==> src/rtl/pkt_fifo_pkg.sv <==
package pkt_fifo_pkg;
  typedef enum logic [1:0] {
    MODE_SLEEP = 2'd0,
    MODE_STBY  = 2'd1,
    MODE_TX    = 2'd2,
    MODE_RX    = 2'd3
  } radio_mode_e;

  function automatic int unsigned ptr_width(input int unsigned depth);
    return (depth < 2) ? 1 : $clog2(depth);
  endfunction
endpackage

==> src/rtl/pkt_fifo_mem.sv <==
// Simple dual-port storage, read-first, registered read port with
// synchronous clear so it maps onto a block RAM output register.
module pkt_fifo_mem #(
  parameter int DATA_W = 8,
  parameter int DEPTH  = 66,
  parameter int AW     = 7
) (
  input  logic              clk,
  input  logic              rst,
  input  logic              we,
  input  logic [AW-1:0]     waddr,
  input  logic [DATA_W-1:0] wdata,
  input  logic              re,
  input  logic [AW-1:0]     raddr,
  input  logic              zero_rd,
  output logic [DATA_W-1:0] rdata
);
  logic [DATA_W-1:0] store [DEPTH];

  always_ff @(posedge clk) begin
    if (we) store[waddr] <= wdata;
  end

  always_ff @(posedge clk) begin
    if (rst)          rdata <= '0;
    else if (re)      rdata <= store[raddr];
    else if (zero_rd) rdata <= '0;
  end
endmodule

==> src/rtl/pkt_fifo_ctrl.sv <==
// Pointer and occupancy control; decides which accesses are accepted.
module pkt_fifo_ctrl #(
  parameter int DEPTH = 66,
  parameter int AW    = 7,
  parameter int CW    = 7
) (
  input  logic          clk,
  input  logic          rst,
  input  logic          wr_en,
  input  logic          rd_en,
  input  logic          flush,
  input  logic          sleep,
  output logic          mem_we,
  output logic [AW-1:0] mem_waddr,
  output logic          mem_re,
  output logic [AW-1:0] mem_raddr,
  output logic          zero_rd,
  output logic [CW-1:0] count_nxt,
  output logic          overrun_evt
);
  localparam logic [CW-1:0] FULL_CNT = CW'(DEPTH);
  localparam logic [AW-1:0] LAST_PTR = AW'(DEPTH - 1);

  logic [AW-1:0] wptr, rptr;
  logic [CW-1:0] count;
  logic          is_full, is_empty, rd_ok, wr_ok;

  function automatic logic [AW-1:0] bump(input logic [AW-1:0] p);
    return (p == LAST_PTR) ? '0 : p + AW'(1);
  endfunction

  always_comb begin
    is_full     = (count == FULL_CNT);
    is_empty    = (count == '0);
    rd_ok       = rd_en && !flush && !is_empty;
    wr_ok       = wr_en && !flush && (!is_full || rd_ok);
    overrun_evt = wr_en && !flush && is_full && !rd_ok && !sleep;
    zero_rd     = rd_en && !flush && is_empty;
    if (flush) count_nxt = '0;
    else       count_nxt = count + CW'(wr_ok) - CW'(rd_ok);
  end

  assign mem_we    = wr_ok;
  assign mem_waddr = wptr;
  assign mem_re    = rd_ok;
  assign mem_raddr = rptr;

  always_ff @(posedge clk) begin
    if (rst || flush) begin
      wptr  <= '0;
      rptr  <= '0;
      count <= '0;
    end else begin
      if (wr_ok) wptr <= bump(wptr);
      if (rd_ok) rptr <= bump(rptr);
      count <= count_nxt;
    end
  end
endmodule

==> src/rtl/pkt_fifo_flags.sv <==
// Registered status flags derived from next occupancy and event strobes.
module pkt_fifo_flags
  import pkt_fifo_pkg::*;
#(
  parameter int DEPTH = 66,
  parameter int CW    = 7
) (
  input  logic          clk,
  input  logic          rst,
  input  logic [CW-1:0] count_nxt,
  input  logic [CW-1:0] level_thresh,
  input  logic          flush,
  input  logic          overrun_evt,
  input  radio_mode_e   mode,
  input  logic          crc_check_en,
  input  logic          crc_autoclr_off,
  input  logic          tx_done_stb,
  input  logic          rx_last_stb,
  input  logic          crc_pass_stb,
  output logic          full,
  output logic          not_empty,
  output logic          above_level,
  output logic          overrun,
  output logic          pkt_sent,
  output logic          payload_ready,
  output logic          crc_ok
);
  logic in_rx, drains, pay_set, crc_set;

  always_comb begin
    in_rx   = (mode == MODE_RX);
    drains  = flush || (count_nxt == '0);
    pay_set = in_rx && rx_last_stb &&
              (crc_pass_stb || !crc_check_en || crc_autoclr_off);
    crc_set = in_rx && crc_pass_stb;
  end

  always_ff @(posedge clk) begin
    if (rst) begin
      full          <= 1'b0;
      not_empty     <= 1'b0;
      above_level   <= 1'b0;
      overrun       <= 1'b0;
      pkt_sent      <= 1'b0;
      payload_ready <= 1'b0;
      crc_ok        <= 1'b0;
    end else begin
      full        <= (count_nxt == CW'(DEPTH));
      not_empty   <= (count_nxt != '0);
      above_level <= (count_nxt > level_thresh);

      if (flush)            overrun <= 1'b0;
      else if (overrun_evt) overrun <= 1'b1;

      if (flush || mode != MODE_TX) pkt_sent <= 1'b0;
      else if (tx_done_stb)         pkt_sent <= 1'b1;

      if (drains)       payload_ready <= 1'b0;
      else if (pay_set) payload_ready <= 1'b1;

      if (drains)       crc_ok <= 1'b0;
      else if (crc_set) crc_ok <= 1'b1;
    end
  end
endmodule

==> src/rtl/pkt_fifo_status.sv <==
module pkt_fifo_status
  import pkt_fifo_pkg::*;
#(
  parameter int DATA_W = 8,
  parameter int DEPTH  = 66,
  localparam int CW    = $clog2(DEPTH + 1)
) (
  input  logic              clk,
  input  logic              rst,
  input  logic              wr_en,
  input  logic [DATA_W-1:0] wr_data,
  input  logic              rd_en,
  output logic [DATA_W-1:0] rd_data,
  input  logic [CW-1:0]     level_thresh,
  input  logic              ovr_clr_wr,
  input  logic              ovr_clr_bit,
  input  logic [1:0]        mode,
  input  logic              crc_check_en,
  input  logic              crc_autoclr_off,
  input  logic              tx_done_stb,
  input  logic              rx_last_stb,
  input  logic              crc_pass_stb,
  output logic              full,
  output logic              not_empty,
  output logic              above_level,
  output logic              overrun,
  output logic              pkt_sent,
  output logic              payload_ready,
  output logic              crc_ok
);
  localparam int AW = ptr_width(DEPTH);

  radio_mode_e   mode_e;
  logic          flush, sleep;
  logic          mem_we, mem_re, zero_rd, overrun_evt;
  logic [AW-1:0] mem_waddr, mem_raddr;
  logic [CW-1:0] count_nxt;

  assign mode_e = radio_mode_e'(mode);
  assign flush  = ovr_clr_wr && ovr_clr_bit;
  assign sleep  = (mode_e == MODE_SLEEP);

  pkt_fifo_ctrl #(.DEPTH(DEPTH), .AW(AW), .CW(CW)) u_ctrl (
    .clk, .rst, .wr_en, .rd_en, .flush, .sleep,
    .mem_we, .mem_waddr, .mem_re, .mem_raddr, .zero_rd,
    .count_nxt, .overrun_evt
  );

  pkt_fifo_mem #(.DATA_W(DATA_W), .DEPTH(DEPTH), .AW(AW)) u_mem (
    .clk, .rst, .we(mem_we), .waddr(mem_waddr), .wdata(wr_data),
    .re(mem_re), .raddr(mem_raddr), .zero_rd, .rdata(rd_data)
  );

  pkt_fifo_flags #(.DEPTH(DEPTH), .CW(CW)) u_flags (
    .clk, .rst, .count_nxt, .level_thresh, .flush, .overrun_evt,
    .mode(mode_e), .crc_check_en, .crc_autoclr_off,
    .tx_done_stb, .rx_last_stb, .crc_pass_stb,
    .full, .not_empty, .above_level, .overrun, .pkt_sent,
    .payload_ready, .crc_ok
  );
endmodule

==> config.mk <==
export PLATFORM = sky130hd
export DESIGN_NAME = pkt_fifo_status
export DESIGN_NICKNAME = d
export VERILOG_FILES = /design/src/rtl/pkt_fifo_pkg.sv /design/src/rtl/pkt_fifo_mem.sv /design/src/rtl/pkt_fifo_ctrl.sv /design/src/rtl/pkt_fifo_flags.sv /design/src/rtl/pkt_fifo_status.sv
export SDC_FILE = /design/constraint.sdc
export NUM_CORES = 1
export LEC_CHECK = 0
export BUFFER_PORTS_ARGS = -buffer_cell sky130_fd_sc_hd__buf_2
export CORE_MARGIN = 2
export CORE_UTILIZATION = 25
export CTS_CLUSTER_SIZE = 25
export DETAILED_ROUTE_END_ITERATION = 8
export PLACE_DENSITY = 0.48
export SETUP_SLACK_MARGIN = 0.5
export SLEW_MARGIN = 20
export SYNTH_ARGS = -nofsm -noshare
export SYNTH_HDL_FRONTEND = slang
export SYNTH_SLANG_ARGS = --single-unit
==> constraint.sdc <==
create_clock -name clk -period 4.6 [get_ports clk]
set_clock_uncertainty 0.1 [all_clocks]
set_input_delay 0.23 -clock clk [delete_from_list [all_inputs] [get_ports clk]]
set_output_delay 0.23 -clock clk [all_outputs]
set_load 0.005 [all_outputs]
**Word level (Yosys, flattened, before mapping)**

Memory sizes are Yosys's and may differ from the RTL's. A register that Yosys moved wholly into a read port is not among the register bits.
Index checks and enable logic that the tools add are counted.

- Bits in registers: 36
- RAM bits: 528
- Input bits: 28
- Output and inout port bits: 15
- Word-level logic and storage cells: 64
- Memories kept: 1

- Add/sub/neg operators: 4
- Order comparisons: 1
- Eq/ne operators: 6
- Mux-type cells: 9
- Reduce and logical (&&, ||, !) cells: 32

Memory list:

| memory | depth | bits a word | read ports | clocked after Yosys merged registers in | wr ports | RTL line | text |
|---|---|---|---|---|---|---|---|
| u_mem.store | 66 | 8 | 1 | 1 | 1 | pkt_fifo_mem.sv:18 | `logic [DATA_W-1:0] store [DEPTH];` |

Operators with widths:

| kind | count |
|---|---|
| 7-bit 2-to-1 mux | 5 |
| 7-bit == test, second input constant | 4 |
| 8-bit 2-to-1 mux | 2 |
| 7-bit by 1-bit adder with 7-bit output, second input constant | 2 |
| 7-bit logical NOT | 2 |
| 1-bit logical AND | 12 |
| 7-bit by 1-bit adder with 7-bit output | 1 |
| 7-bit greater-than comparator | 1 |
| 7-bit nonzero test | 1 |
| 7-bit by 1-bit subtractor with 7-bit output | 1 |
| 1-bit logical NOT | 6 |
| 1-bit logical OR | 6 |
| 2-bit OR reduction | 3 |
| 2-bit == test, second input constant | 1 |
| 2-bit logical NOT | 1 |
| 1-bit 2-to-1 mux | 2 |
| 2-bit inequality test, second input constant | 1 |
| 2-bit nonzero test | 1 |

**Depth between registers and ports, before layout**

Gate-level depths: netlist (run 1).

- Word-level depth: 12
- Depth in mapped cells: 18
- Mapped depth without buffers: 18

**Modules after synthesis**

From an unflattened synthesis (run 1), not the netlist that was laid out.

- Cells, all modules: 1248
- Area, all modules: 22893.2 um^2

Modules (own cells, without submodules):

| module | times used | cells an instance | area each (um^2) | sequential area each (um^2) |
|---|---|---|---|---|
| pkt_fifo_mem | 1 | 1026 | 20906.3 | 16015.4 |
| pkt_fifo_ctrl | 1 | 175 | 1547.7 | 420.4 |
| pkt_fifo_flags | 1 | 45 | 429.2 | 140.1 |
| pkt_fifo_status | 1 | 2 | 10.0 | 0.0 |

**Least setup slack after synthesis (run 1)**

OpenSTA, ideal clock, no wires.

- Path kind: register to register
- Start: reg u_ctrl.count[2]
- End: reg u_flags.above_level
- Library setup time: 86 ps
- Arrival: 3628 ps
- Required time: 4414 ps
- Slack: 786 ps
- Cell stages (with the launch flop): 19
- Path buffers: 1
- Clock period less this slack: 3814 ps
- Path through: dfxtp_1 -> inv_1 -> ha_1 -> nand3b_1 -> o211a_1 -> clkbuf_1 -> ha_1 -> inv_1 -> ha_1 -> fa_1 -> a21oi_1 -> o21bai_1 -> and4_1 -> nor3_1 -> inv_1 -> ha_1 -> nand3_1 -> o21bai_1 -> a211oi_1

- Cells in the longest elaborated chain, start to end: 9
- Elaborated cells on any way between the ends: 11
- Those cells by class: 2 x add/sub; 1 x order compare; 1 x eq/ne; 1 x mux; 6 x reduce/logical

Ends and longest elaborated chain:

| element | RTL line | text |
|---|---|---|
| start, declared | pkt_fifo_ctrl.sv:25 | `logic [CW-1:0] count;` |
| start signal, assigned | pkt_fifo_ctrl.sv:56 | `count <= count_nxt;` |
| 7-bit logical NOT * | pkt_fifo_ctrl.sv:34 | `is_empty = (count == '0);` |
| 1-bit logical NOT * | pkt_fifo_ctrl.sv:35 | `rd_ok = rd_en && !flush && !is_empty;` |
| 1-bit logical AND * | pkt_fifo_ctrl.sv:35 |  |
| named net mem_re | pkt_fifo_status.sv:35 | `logic mem_we, mem_re, zero_rd, overrun_evt;` |
| 1-bit logical OR | pkt_fifo_ctrl.sv:36 | `wr_ok = wr_en && !flush && (!is_full \|\| rd_ok);` |
| 1-bit logical AND | pkt_fifo_ctrl.sv:36 |  |
| 7-bit by 1-bit adder with 7-bit output | pkt_fifo_ctrl.sv:40 | `else count_nxt = count + CW'(wr_ok) - CW'(rd_ok);` |
| 7-bit by 1-bit subtractor with 7-bit output * | pkt_fifo_ctrl.sv:40 |  |
| 7-bit 2-to-1 mux * | pkt_fifo_ctrl.sv:39 | `if (flush) count_nxt = '0;` |
| named net count_nxt[6] | pkt_fifo_status.sv:37 | `logic [CW-1:0] count_nxt;` |
| 7-bit greater-than comparator * | pkt_fifo_flags.sv:50 | `above_level <= (count_nxt > level_thresh);` |
| end signal, assigned | pkt_fifo_flags.sv:50 |  |
| end, declared | pkt_fifo_flags.sv:22 | `output logic above_level,` |

Mark *: on every way through the listed nets, which the timed path passes. The rest lies on a longest branch.
A chain may end at the register's enable or synchronous reset.

**Worst setup path in the final report (run 1)**

- Start: reg u_ctrl.count[5]
- End: reg u_flags.above_level

- Cells in the longest elaborated chain, start to end: 9
- Elaborated cells on any way between the ends: 11
- Those cells by class: 2 x add/sub; 1 x order compare; 1 x eq/ne; 1 x mux; 6 x reduce/logical

Ends and longest elaborated chain:

| element | RTL line |
|---|---|
| 7-bit logical NOT | pkt_fifo_ctrl.sv:34 |
| 1-bit logical NOT | pkt_fifo_ctrl.sv:35 |
| 1-bit logical AND | pkt_fifo_ctrl.sv:35 |
| 1-bit logical OR | pkt_fifo_ctrl.sv:36 |
| 1-bit logical AND | pkt_fifo_ctrl.sv:36 |
| 7-bit by 1-bit adder with 7-bit output | pkt_fifo_ctrl.sv:40 |
| 7-bit by 1-bit subtractor with 7-bit output * | pkt_fifo_ctrl.sv:40 |
| 7-bit 2-to-1 mux * | pkt_fifo_ctrl.sv:39 |
| named net count_nxt[6] | pkt_fifo_status.sv:37 |
| 7-bit greater-than comparator * | pkt_fifo_flags.sv:50 |

Marks and branches as above.

==> impl_metrics.ini, run 1 <==
[critical_path]
crit_buf_inv = 5
crit_top_cell = ha_1
end_kind = flop
worstReg2RegEnd = u_flags.above_level$_SDFF_PP0_
worstPathCellList = inv_1, ha_1, nand3b_1, o21a_1, inv_2, ha_1, inv_1, ha_1, fa_2, a21oi_1, o21bai_1, and4_1, nor3_1, buf_4, inv_1, ha_1, nand3_1, o21bai_1, a211oi_1
reg2regPathDepth = 19
cp_max_fo = 6
critPathRequiredTime_ns = 5.03
r2r_slack_ns = 0.77
critPathArrivalTime_ns = 4.26
path_class = reg -> reg
cpMaxStageDelayCell = fa_2
worstSetupStartpointType = flop
crit_family = adder cells
r2r_start = u_ctrl.count[5]$_SDFF_PP0_
max_stage_delay_ns = 0.38

[placed_design]
routabilityCongestion = 0.7417
detailedPlace.worstSlack_ns = 0.6512
placedCellCount = 2386
port-buffer-count = 42
hpwl_um = 32630

[layout]
layout-drive-gt1-share_pct = 21.87
stdcell_count = 2511
nNetsFinal = 1334
diodes = 0
area_growth_pct = 16.71

[floorplanning]
row_count = 110
initial_utilization_pct = 25.13
ios = 43
core_mm2 = 0.08960
fp.dieArea_mm2 = 0.09249
die_h_um = 304.1
die_x_um = 304.1

[timing]
drv_slew = 0
fin_tns_setup_ns = 0
setup_viol_count_final = 0
tightest_slew_ns = 1.032
rsz0062_at_grt = no
finalHoldViolCount = 0
period_share_pct = 83.16
fin_hold_ws_ns = 0.04125
timing.final.crit_period_ns = 3.825
fmax_mhz = 261.4
slew_headroom_pct = 30.95
worst_slack_ns = 0.7747

[pwr]
powerDensity_mw_per_mm2 = 468.5
cellLeakagePower_nw = 8.148
total_power_mw = 12.31
ir_drop_v = 0.0003319

[yosys]
synth_area_mm2 = 0.02252
synth.area.top_cells = edfxtp_1 70%, mux4_2 11%, dfxtp_1 3.8%, mux2i_1 2.0%, nor2_1 1.7%
synthCells = 1187
ys_seq_elements = 571
synth_top_cell_area_share_pct = 70.41
yosysTopAreaCell = edfxtp_1
synth_edf_count = 528
post-synth-top-count-cell = edfxtp_1
post_synth_num_cell_types = 60
synth_commonest_cells = 528 x edfxtp_1, 112 x mux4_2, 101 x nor2_1, 46 x mux2i_1, 43 x dfxtp_1
synth_nets = 1236
async_flop_share_pct = 0
avgSynthCellArea_um2 = 18.97
yosysSeqAreaShare_pct = 74.23
yosysWarnings = 0
synthFlopType = edfxtp_1

[global_routing]
grt_pass1_vias = 11580
grt_pass1_wl_um = 78640
grt_antenna_before_repair = 0
grt_max_degree = 67
grt_use_total_pct = 11.41
grt-ovfl-total = 0

[clocking]
cts_buffers = 59
clk_pin_slew_ns = 0.06
cts_sinks = 571
cts-root-buf = clkbuf_16
clockBufferDepth = 3
cts_tree = built
htreeDepth = 2
clock_latency_ns = 0.62

[route]
drt-total-wl_um = 53920
drt_iter0_markers = 868
viasPerCell = 4.544
drt_first_pass_iters = 5
drc = 0
vias = 11410
drtAntennaViolNets = 0
wl_per_cell_um = 21.47

[hold_path]
hold-path-cell-count = 3
hold_class = in -> reg
hold_start = rd_en

[run]
max_cap_viol_count = 0

[status]
status = completed
worst max-delay path by stage:
stage / start / to / slack [ns] / cells after the start
2_1_floorplan: u_ctrl.count[2]$_SDFF_PP0_ / u_flags.above_level$_SDFF_PP0_ / 0.79 / 18
3_3_place_gp: u_ctrl.count[5]$_SDFF_PP0_ / u_flags.above_level$_SDFF_PP0_ / 0.70 / 18
3_5_place_dp: u_ctrl.count[2]$_SDFF_PP0_ / u_flags.above_level$_SDFF_PP0_ / 0.65 / 18
4_1_cts: u_ctrl.count[5]$_SDFF_PP0_ / u_flags.above_level$_SDFF_PP0_ / 0.61 / 18
5_1_grt: u_ctrl.count[5]$_SDFF_PP0_ / u_flags.above_level$_SDFF_PP0_ / 0.48 / 19
6_report: u_ctrl.count[5]$_SDFF_PP0_ / u_flags.above_level$_SDFF_PP0_ / 0.77 / 19
stage by stage:
step	utilization, %	cell area, µm²
final	29.33	26280
after CTS	29.29	26250
after global routing	29.33	26280
after global placement	27.05	24240
after detailed placement	27.05	24240
after floorplan	-	22520
cell type report:
class                      instances  area [µm²]
fill                            8738       63320
sequential                       571       16720
multi-input combinational        540        5443
clock buffer                      73        1529
tap                             1176        1471
timing repair buffer              94       678.2
clock inverter                    38       366.6
inverter                          19       71.32
kinds of logic after synthesis:
group,share of synthesized area (%)
AOI/OAI and AO/OA,4.717
DFF,74.23
xor gates and xnor gates,0.5834
muxes,13.30
buffers and inverters,1.689
and+or+nand+nor,4.284
adders and majority gates,1.200
layout by cell type, fill, tap and decap left out, types with 10 or more instances in the layout:
master	netlist	layout
edfxtp_1	528	528
mux4_2	112	112
nor2_1	101	100
clkbuf_16	0	59
mux2i_1	46	46
buf_2	13	42
dfxtp_1	43	41
buf_4	6	37
a22oi_1	30	30
nand2_1	29	29
a21oi_1	20	20
ha_1	20	20
inv_1	19	18
and2_1	16	16
a211oi_1	15	15
a22o_1	14	14
o221ai_1	14	14
clkbuf_1	26	14
clkinv_2	0	14
clkinv_1	0	12
dlygate4sd3_1	0	11
xor2_1	10	10
nand3_1	10	10
metal layers:
metal | vias up | track usage [%] | routed length [µm]
met4 | 0 | 3.020 | 886
met3 | 69 | 1.595 | 3012
li1 | 5045 | - | -
met5 | - | 0 | 0
met1 | 5958 | 16.50 | 25030
met2 | 339 | 17.97 | 24980
state kept, by name (all words and copies together) (netlist names), 7 cells and up, named ones only:
register          cells
u_mem.store         528
u_mem.rdata           8
u_ctrl.count          7
u_ctrl.mem_raddr      7
u_ctrl.mem_waddr      7
what timing repair did:
item,4_1_cts,5_1_grt
endpoints found under the setup margin,0,1
hold buffers,11,0
buffers inserted,0,3
resized for setup,0,5
hold endpoints to repair,8,0
tightest hold or removal path, stage by stage:
cell and delay [ns]:
buf_2 0.14, o211a_4 0.24, a211oi_1 0.10
power breakdown:
part | total [mW] | switching (mW) | internal, mW
clock | 4.73 | 1.98 | 2.74
combinational | 1.74 | 0.931 | 0.807
sequential | 5.84 | 0.110 | 5.73
total | 12.3 | 3.03 | 9.29
No activity file was read; power rests on OpenSTA's default activity.
==> run 2: changes to the inputs <==
==> constraint.sdc (replaced) <==
create_clock -name clk -period 3.9 [get_ports clk]
set_clock_uncertainty 0.1 [all_clocks]
set_input_delay 0.195 -clock clk [delete_from_list [all_inputs] [get_ports clk]]
set_output_delay 0.195 -clock clk [all_outputs]
set_load 0.005 [all_outputs]
==> impl_metrics.ini, run 2 (same netlist as run 1, synthesis figures left out) <==
[layout]
largestRegisters = u_mem.store (528), u_mem.rdata (8)
area_growth_pct = 20.38
diodes = 0
final_common_cell = edfxtp_1
regMostFlops = u_mem.store
final_cell_mix = 528 x edfxtp_1, 127 x buf_4, 112 x mux4_2
largest_reg_flops = 528
layout-drive-gt1-share_pct = 28.36
nNetsFinal = 1431

[route]
wl_per_cell_um = 21.72
viasPerCell = 4.540
drt_first_pass_iters = 5
drt-total-wl_um = 56560
drc = 0
drt_iter0_markers = 833
vias = 11820
drtAntennaViolNets = 0

[hold_path]
hold_class = in -> reg

[critical_path]
worstSetupStartpointType = flop
critPathRequiredTime_ns = 4.34
path_class = reg -> reg
cp_max_fo = 3
end_kind = flop
critPathArrivalTime_ns = 3.81

[global_routing]
grt_pass1_wl_um = 82990
grt_max_degree = 67
grt-ovfl-total = 0
grt_antenna_before_repair = 0
grt_pass1_vias = 12260
grt_use_total_pct = 12.04

[timing]
finalHoldViolCount = 0
setup_viol_count_final = 0
timing.final.crit_period_ns = 3.376
rsz0062_at_grt = yes
fin_tns_setup_ns = 0
tightest_slew_ns = 1.060
fmax_mhz = 296.2
period_share_pct = 86.56
slew_headroom_pct = 29.36
drv_slew = 0

[floorplanning]
die_h_um = 304.1
die_x_um = 304.1
fp.dieArea_mm2 = 0.09249
core_mm2 = 0.08960
initial_utilization_pct = 25.13
ios = 43
row_count = 110

[status]
status = completed

[pwr]
p_switching_mw = 3.670
clkPwrFrac_pct = 36.6
internal-power_mw = 11.03
ir_drop_v = 0.0003370
powerDensity_mw_per_mm2 = 542.2
combPwrFrac_pct = 16.5
total_power_mw = 14.70
p_seq_share_pct = 46.9
cellLeakagePower_nw = 8.664
p_sw_share_pct = 24.97

[clocking]
clockBufferDepth = 3
cts_tree = built
cts_buffers = 60
cts-root-buf = clkbuf_16
clock_latency_ns = 0.63
cts_sinks = 571
clk_pin_slew_ns = 0.06
htreeDepth = 2

[placed_design]
hpwl_um = 35690
routabilityCongestion = 0.7963
port-buffer-count = 42

[run]
max_cap_viol_count = 0
run 2: changes by cell type in the layout (fill, tap and decap cells not counted), sizes merged:
cell / change
bufinv: -6
dlygate4sd3: +6
clkinv: +1
clkbuf: +1
inv: +1
buf: +90
run 2: final cells by class:
cell class	instances	area, µm²
fillers	8716	62490
repair buffers	190	1444
flip-flops and latches	571	16730
clock inverters	34	193.9
inverters	19	71.32
clock buffers	74	1659
well taps	1176	1471
multi-input cells	540	5540
run 2: timing repair:
item / 4_1_cts / 5_1_grt
pin swaps: 12 / 11
hold buffers: 17 / 0
hold endpoints to repair: 54 / 0
resized for setup: 14 / 9
setup buffers: 18 / 6
setup endpoints to repair: 1 / 1
run 2: metrics by stage:
step / instance area, µm² / worst slack, ns / hold slack, ns / utilization (%) / instances
after floorplan: 22550 / 0.4878 / 0.1717 / - / 1187
after global placement: 24810 / 0.2744 / 0.3142 / 27.69 / 2455
after detailed placement: 24820 / 0.1539 / 0.3181 / 27.70 / 2455
after CTS: 27000 / 0.4162 / 0.004385 / 30.14 / 2598
after global routing: 27110 / 0.3588 / 0.03703 / 30.26 / 2604
final: 27110 / 0.5242 / 0.03805 / 30.26 / 2604
run 2: final timing paths:
path                                      from                              to  slack [ns]  cells after the start
setup / recovery    u_ctrl.count[5]$_SDFF_PP0_  u_flags.above_level$_SDFF_PP0_        0.52                     18
hold / removal                      wr_data[0]    u_mem.store[17][0]$_DFFE_PP_        0.04                      1
setup reg to reg    u_ctrl.count[5]$_SDFF_PP0_  u_flags.above_level$_SDFF_PP0_        0.52                     18
hold reg to reg   u_flags.overrun$_SDFFE_PP0P_    u_flags.overrun$_SDFFE_PP0P_        0.38                      2
run 2: power by group through the flow:
| stage | combinational [mW] | sequential (mW) | clock, mW |
|---|---|---|---|
| after floorplan | 1.52 | 6.93 | 0 |
| after global placement | 2.09 | 7.02 | 0 |
| after detailed placement | 2.11 | 7.02 | 0 |
| after CTS | 2.32 | 6.90 | 5.54 |
| after global routing | 2.62 | 6.91 | 5.77 |
| final | 2.43 | 6.90 | 5.38 |
run 2: per-layer routing:
layer | wire [µm] | track usage, %
met5 | 0 | 0
met4 | 1163 | 3.471
met3 | 2257 | 1.657
met2 | 27190 | 19.77
met1 | 25940 | 16.63
run 2: critical path, stage by stage, from the launching register on:
cell and delay [ns]:
dfxtp_2 0.32, inv_2 0.08, ha_4 0.13, nand3b_1 0.11
buf_4 0.16, o211a_1 0.21, ha_1 0.27, inv_1 0.04
ha_2 0.17, fa_2 0.35, a21oi_2 0.14, o21bai_2 0.12
and4_4 0.21, nor3_4 0.14, inv_2 0.07, ha_4 0.27
nand3_2 0.06, o21bai_1 0.15, a211oi_1 0.19
